<file path="src/rtl/excl_mon_pkg.sv">
package excl_mon_pkg;

  // Next-state action for the reservation register.
  typedef enum logic [1:0] {
    RESV_HOLD = 2'd0,
    RESV_SET  = 2'd1,
    RESV_DROP = 2'd2
  } resv_act_e;

endpackage

</file>
<file path="src/rtl/excl_granule_align.sv">
module excl_granule_align #(
  parameter int ADDR_W   = 32,
  parameter int GRAN_LSB = 3
) (
  input  logic [ADDR_W-1:0] addr_in,
  output logic [ADDR_W-1:0] addr_out
);

  // Zero the byte-within-granule bits, keep the rest.
  for (genvar b = 0; b < ADDR_W; b++) begin : g_bit
    if (b < GRAN_LSB) begin : g_low
      assign addr_out[b] = 1'b0;
    end else begin : g_keep
      assign addr_out[b] = addr_in[b];
    end
  end

endmodule

</file>
<file path="src/rtl/excl_resv_ctrl.sv">
module excl_resv_ctrl
  import excl_mon_pkg::*;
(
  input  logic      ld_req,
  input  logic      st_req,
  input  logic      clr_req,
  output resv_act_e act
);

  // Priority: clear, then load, then store.
  always_comb begin
    if (clr_req)     act = RESV_DROP;
    else if (ld_req) act = RESV_SET;
    else if (st_req) act = RESV_DROP;
    else             act = RESV_HOLD;
  end

endmodule

</file>
<file path="src/rtl/excl_resv_store.sv">
module excl_resv_store
  import excl_mon_pkg::*;
#(
  parameter int ADDR_W = 32
) (
  input  logic              clk,
  input  logic              rst,
  input  resv_act_e         act,
  input  logic [ADDR_W-1:0] new_tag,
  output logic [ADDR_W-1:0] tag,
  output logic              live
);

  // An empty reservation holds the all-ones tag.
  always_ff @(posedge clk) begin
    if (rst) begin
      tag  <= '1;
      live <= 1'b0;
    end else begin
      unique case (act)
        RESV_SET: begin
          tag  <= new_tag;
          live <= 1'b1;
        end
        RESV_DROP: begin
          tag  <= '1;
          live <= 1'b0;
        end
        default: begin
          tag  <= tag;
          live <= live;
        end
      endcase
    end
  end

endmodule

</file>
<file path="src/rtl/excl_resv_monitor.sv">
module excl_resv_monitor
  import excl_mon_pkg::*;
#(
  parameter int ADDR_W        = 32,
  parameter int GRANULE_BYTES = 8
) (
  input  logic              clk,
  input  logic              rst,
  input  logic              ldx_req,
  input  logic [ADDR_W-1:0] ldx_addr,
  input  logic              stx_req,
  input  logic [ADDR_W-1:0] stx_addr,
  input  logic              resv_clr,
  output logic              stx_fail
);

  localparam int GRAN_LSB = $clog2(GRANULE_BYTES);

  logic [ADDR_W-1:0] ld_gran;
  logic [ADDR_W-1:0] st_gran;
  logic [ADDR_W-1:0] cur_tag;
  logic              cur_live;
  resv_act_e         nxt_act;
  logic              hit;

  excl_granule_align #(.ADDR_W(ADDR_W), .GRAN_LSB(GRAN_LSB)) u_ld_align (
    .addr_in (ldx_addr),
    .addr_out(ld_gran)
  );

  excl_granule_align #(.ADDR_W(ADDR_W), .GRAN_LSB(GRAN_LSB)) u_st_align (
    .addr_in (stx_addr),
    .addr_out(st_gran)
  );

  excl_resv_ctrl u_ctrl (
    .ld_req (ldx_req),
    .st_req (stx_req),
    .clr_req(resv_clr),
    .act    (nxt_act)
  );

  excl_resv_store #(.ADDR_W(ADDR_W)) u_store (
    .clk    (clk),
    .rst    (rst),
    .act    (nxt_act),
    .new_tag(ld_gran),
    .tag    (cur_tag),
    .live   (cur_live)
  );

  assign hit      = cur_live && (cur_tag == st_gran);
  assign stx_fail = stx_req && !hit;

endmodule

</file>
<file path="config.mk">
export PLATFORM = sky130hd
export DESIGN_NAME = excl_resv_monitor
export DESIGN_NICKNAME = d
export VERILOG_FILES = /design/src/rtl/excl_mon_pkg.sv /design/src/rtl/excl_granule_align.sv /design/src/rtl/excl_resv_ctrl.sv /design/src/rtl/excl_resv_store.sv /design/src/rtl/excl_resv_monitor.sv
export SDC_FILE = /design/constraint.sdc
export NUM_CORES = 1
export LEC_CHECK = 0
export BUFFER_PORTS_ARGS = -buffer_cell sky130_fd_sc_hd__clkbuf_2
export CELL_PAD_IN_SITES_DETAIL_PLACEMENT = 1
export CELL_PAD_IN_SITES_GLOBAL_PLACEMENT = 1
export CORE_UTILIZATION = 39
export CTS_CLUSTER_SIZE = 10
export DETAILED_ROUTE_END_ITERATION = 12
export HOLD_SLACK_MARGIN = 0.02
export PLACE_DENSITY = 0.91
export SETUP_SLACK_MARGIN = 0.4
export SYNTH_ARGS = -nofsm -noshare
export SYNTH_HDL_FRONTEND = slang
export SYNTH_HIERARCHICAL = 1
export SYNTH_SLANG_ARGS = --single-unit
export TNS_END_PERCENT = 50
</file>
<file path="constraint.sdc">
create_clock -name clk -period 1.7 [get_ports clk]
set_input_delay 0.17 -clock clk [delete_from_list [all_inputs] [get_ports clk]]
set_output_delay 0.17 -clock clk [all_outputs]
set_load 0.005 [all_outputs]
</file>
# Word level (Yosys, flattened, before mapping)
# Index checks and enable logic that the tools add are counted.
[totals]
output_inout_bits = 1
register_bits = 33
inputBits = 69
[op_classes]
n_reduce_logical = 4
eq_ne = 3
muxes = 5
[ops]
columns = ["op", "n"]
rows = [
  ["32-bit case mux with 2 select lines", 1],
  ["32-bit == test", 1],
  ["2-bit 2-to-1 mux", 3],
  ["2-bit by 1-bit == test with 1-bit output (second input constant)", 1],
  ["2-bit == test (second input constant)", 1],
  ["1-bit logical AND", 2],
  ["1-bit case mux with 2 select lines", 1],
  ["2-bit nonzero test", 1],
  ["1-bit zero test", 1],
]

# Longest topological paths before layout
[logic_depth]
ltp_word = 5
depth_mapped = 7
mapped_depth_nobuf = 6

# Modules after synthesis
# Netlist, hierarchy kept.
[by_module_without_submodules]
columns = ["mod", "n_inst", "seq_area_each_um2", "area_per_inst_um2", "cells_per_inst"]
rows = [
  ["excl_resv_store", 1, 660.6, 1617.8, 149],
  ["excl_granule_align", 2, 0.0, 244.0, 33],
  ["excl_resv_monitor", 1, 0.0, 354.1, 44],
  ["excl_resv_ctrl", 1, 0.0, 15.0, 3],
]

# Least setup slack after synthesis
# OpenSTA, ideal clock, no wires.
[synth_timing]
path_kind = "input-to-reg"
start = "in ldx_req"
end = "reg u_store.tag[28]"
t_arrival_ns = 1.162
path_buffers = 1
required_time_ns = 1.576
stages = 6
setup_time_ns = 0.124
setup_slack_ns = 0.415
cell_sequence = "inv_1 a21o_1 ha_1 nor2_4 buf_6 a21oi_2"
[synth_between]
elab_chain_cells = 4
[synth_rtl]
columns = ["item", "line_no", "rtl"]
rows = [
  ["start, declared", "excl_resv_monitor.sv:9", "input logic ldx_req,"],
  ["2-bit 2-to-1 mux *", "excl_resv_ctrl.sv:13", "else if (ld_req) act = RESV_SET;"],
  ["2-bit 2-to-1 mux *", "excl_resv_ctrl.sv:12", "if (clr_req) act = RESV_DROP;"],
  ["net nxt_act[1]", "excl_resv_monitor.sv:23", "resv_act_e nxt_act;"],
  ["2-bit == test or 2-bit by 1-bit == test with 1-bit output (tied branches)", "excl_resv_store.sv:20", "unique case (act)"],
  ["32-bit case mux with 2 select lines or 2-bit nonzero test (tied branches)", "-", ""],
  ["end signal, assigned", "excl_resv_store.sv:22", "tag <= new_tag;"],
  ["end signal, assigned", "excl_resv_store.sv:30", "tag <= tag;"],
  ["end, declared", "excl_resv_store.sv:10", "output logic [ADDR_W-1:0] tag,"],
]
# The timed path passes the listed nets; every way through them passes the cells marked *.
# A chain may end at the register's enable or synchronous reset.

# Worst setup path after layout
[layout_timing]
start = "reg u_store.tag[20]"
end = "out stx_fail"
[layout_between]
elab_chain_cells = 4
[layout_rtl]
columns = ["item", "line_no", "rtl"]
rows = [
  ["32-bit == test", "excl_resv_monitor.sv:52", "assign hit = cur_live && (cur_tag == st_gran);"],
  ["1-bit logical AND", "excl_resv_monitor.sv:52", ""],
  ["1-bit zero test", "excl_resv_monitor.sv:53", "assign stx_fail = stx_req && !hit;"],
  ["1-bit logical AND", "excl_resv_monitor.sv:53", ""],
  ["end, declared", "excl_resv_monitor.sv:14", "output logic stx_fail"],
]
# Every way passes these cells.

==> impl_metrics.json <==
{
  "drtIter0Drc": 54,
  "failed_checks": "setup timing",
  "hold_viol": 0,
  "fillers": 736,
  "wire_per_inst_um": 13.4,
  "status": "complete, but fails checks",
  "r2r-end": "u_store/tag[0]",
  "root_buffer": "clkbuf_8",
  "grt-ovfl-total": 0,
  "cts_buffers": 5,
  "grt_pass1_vias": 1664,
  "reg2regPathDepth": 3,
  "setup.worst_path.end_class": "output pin",
  "clockPowerShare": 0.316,
  "ant_nets": 0,
  "grtUsageMet2": 0.279,
  "cts_max_level": 2,
  "vias": 1577,
  "grtUsageMet1": 0.168,
  "fin_nets": 341,
  "antenna_found_initial": 0,
  "swShare": 0.281,
  "antennaDiodeCount": 0,
  "netlist_area_um2": 2470,
  "cp-start-kind": "flip-flop",
  "ys_seq_area_frac": 0.267,
  "firstDrtPassIters": 2,
  "p_per_area_nw_per_um2": 746,
  "yosysWarnings": 6,
  "power_switching_uw": 530,
  "cts_buffer_depth": 2,
  "die_x_um": 81.7,
  "fin_cells": 345,
  "required_ns": 1.53,
  "cp_max_fo": 2,
  "crit_type": "reg -> out",
  "grt_max_degree": 33,
  "power_uw": 1890,
  "use_met3": 0.0378,
  "vias_per_cell": 4.57,
  "fin_crit_sh": 1.08,
  "p_leak_uw": 0.000977,
  "rsz0062_at_grt": "true",
  "layout-drive-gt1-share": 0.552,
  "coreArea_um2": 6030,
  "worstPathArrival_ns": 1.67,
  "wl_mm": 4.63,
  "io_buffer_count": 63,
  "cts.sink_count": 33,
  "seqPwrFrac": 0.459,
  "post_synth_inst_count": 262,
  "grt_use_total": 0.150,
  "ioPinCount": 70,
  "drcViolationCount": 0,
  "grt_first_pass_wirelength_mm": 7.53,
  "setup_viol": 1,
  "cpMaxStageDelayCell": "nor4_2",
  "dieArea_um2": 6670,
  "cpPeakStageDelay_ns": 0.35,
  "critical_path.startpoint": "u_store/tag[20]",
  "synth_top_flop_cell": "dfxtp_1",
  "synth_edf_count": 0,
  "internal-power_uw": 1360,
  "crit_end": "stx_fail",
  "dp_hpwl_mm": 3.55,
  "min_from": "ldx_addr[28]",
  "setup_ws_ns": -0.138,
  "fp.dieH_um": 81.7,
  "fmax_ghz": 0.544,
  "clkTransAtPathRegs_ns": 0.07,
  "slew_viol_final": 0,
  "crit_chain": "xor2_1, nor4_2, nand4_1, o31a_1, clkbuf_2",
  "ys_ff_latch": 33,
  "ys_async_sr_fraction": 0,
  "r2r_start": "u_store/tag[0]",
  "synthDistinctLibCells": 23,
  "area_delta_synth_final_pct": 2.28,
  "cap_violations": 0,
  "rows": 28,
  "avgSynthCellArea_um2": 9.45,
  "initial_core_util": 0.411,
  "postCtsHoldBufs": 0,
  "dp.cells": 337,
  "worst_ir_drop_vdd_mv": 0.313,
  "worstHoldPathType": "in -> reg",
  "clk_latency_ns": 0.28,
  "reg2reg_slack_ns": 0.92,
  "clock_skew_ns": 0,
  "power_frac_comb": 0.225,
  "finalCriticalPeriod_ns": 1.84,
  "grt-busiest-layer": "met2",
  "cts_tree": "built",
  "gp_congestion": 0.691
}
-- how the worst min path moves through the flow --
stage,to,cells after the start,slack (ns)
3_3_place_gp,u_store/tag[13],3,0.43
4_1_cts,u_store/tag[28],3,0.14
5_1_grt,u_store/tag[25],3,0.15
2_1_floorplan,u_store/tag[26],3,0.42
6_report,u_store/tag[28],3,0.15
3_5_place_dp,u_store/tag[6],3,0.44
-- area by class of cell --
class	count	area [µm²]	area share
tap	75	93.8	0.0371
timing repair buffer	74	423	0.167
clock buffer	7	86.3	0.0341
sequential	33	663	0.262
multi-input combinational	154	1260	0.497
inverter	2	7.51	0.00297
-- flip-flops by register name (all words and copies together) (netlist names) --
name / flops
u_store/live: 1
u_store/tag: 32
-- power by group through the flow --
stage	Clock (µW)	Sequential (µW)	Combinational, µW
floorplan	0	875	396
global placement	0	880	404
detailed placement	0	884	418
CTS	633	867	431
global route	668	872	469
finish	597	866	425
-- per-stage QoR --
step / worst slack (ns) / hold WS, ns / utilization / TNS (ns) / instance area (µm²)
after floorplan: 0.415 / 0.425 / - / 0 / 2490
after global placement: 0.0240 / 0.432 / 0.399 / 0 / 2400
after detailed placement: 0.0739 / 0.436 / 0.399 / 0 / 2400
after CTS: -0.167 / 0.136 / 0.419 / -0.167 / 2520
after global routing: -0.221 / 0.145 / 0.420 / -0.221 / 2530
final: -0.138 / 0.146 / 0.420 / -0.138 / 2530
-- worst max-delay path, delay by kind of cell, from the launching register on --
family	cells	cell delay (ns)
compound gates	1	0.26
xor+xnor	1	0.16
buf+inv	1	0.12
flops	1	0.34
simple gates	2	0.51
-- cells by family after synthesis --
group	count (synthesis)	share of synthesized area
buffers and inverters	79	0.243
other	2	0.00303
adders and majority gates	2	0.0101
and+or+nand+nor	79	0.245
xor gates and xnor gates	32	0.113
DFF	33	0.267
AOI/OAI and AO/OA	35	0.119
-- layout by cell type (no fill, tap or decap), drive strengths merged, types with 2 or more instances in the layout --
cell / count
conb: 6
xor2: 31
dfxtp: 33
a21oi: 33
buf: 12
inv: 2
clkbuf: 69
nor3b: 32
nand3: 2
nor4: 7
nor2: 34
ha: 2
-- synth_stat cells (2+ instances only) --
library cell | number | area, µm²
a21oi_2 | 30 | 263
nand3_1 | 2 | 10.0
nor2_1 | 33 | 124
ha_1 | 2 | 25.0
nor4_1 | 7 | 43.8
buf_6 | 7 | 78.8
nor3b_2 | 31 | 388
inv_1 | 2 | 7.51
conb_1 | 2 | 7.51
dfxtp_1 | 33 | 661
a21oi_1 | 3 | 15.0
xor2_1 | 31 | 272
buf_2 | 4 | 20.0
buf_4 | 66 | 495
-- what timing repair did --
item	CTS	global route
gates resized for setup	5	2
pin swaps	3	1
setup buffers	1	0
cloned	0	0
endpoints found under the setup margin	1	1
-- routing by layer --
layer	part of all wire	wire (µm)	up-vias
met2	0.53	2450	40
li1	-	-	803
met5	0	0	-
met4	0.013	58	0
met1	0.42	1940	727
met3	0.038	177	7
Power figures use the tool's default switching activity.
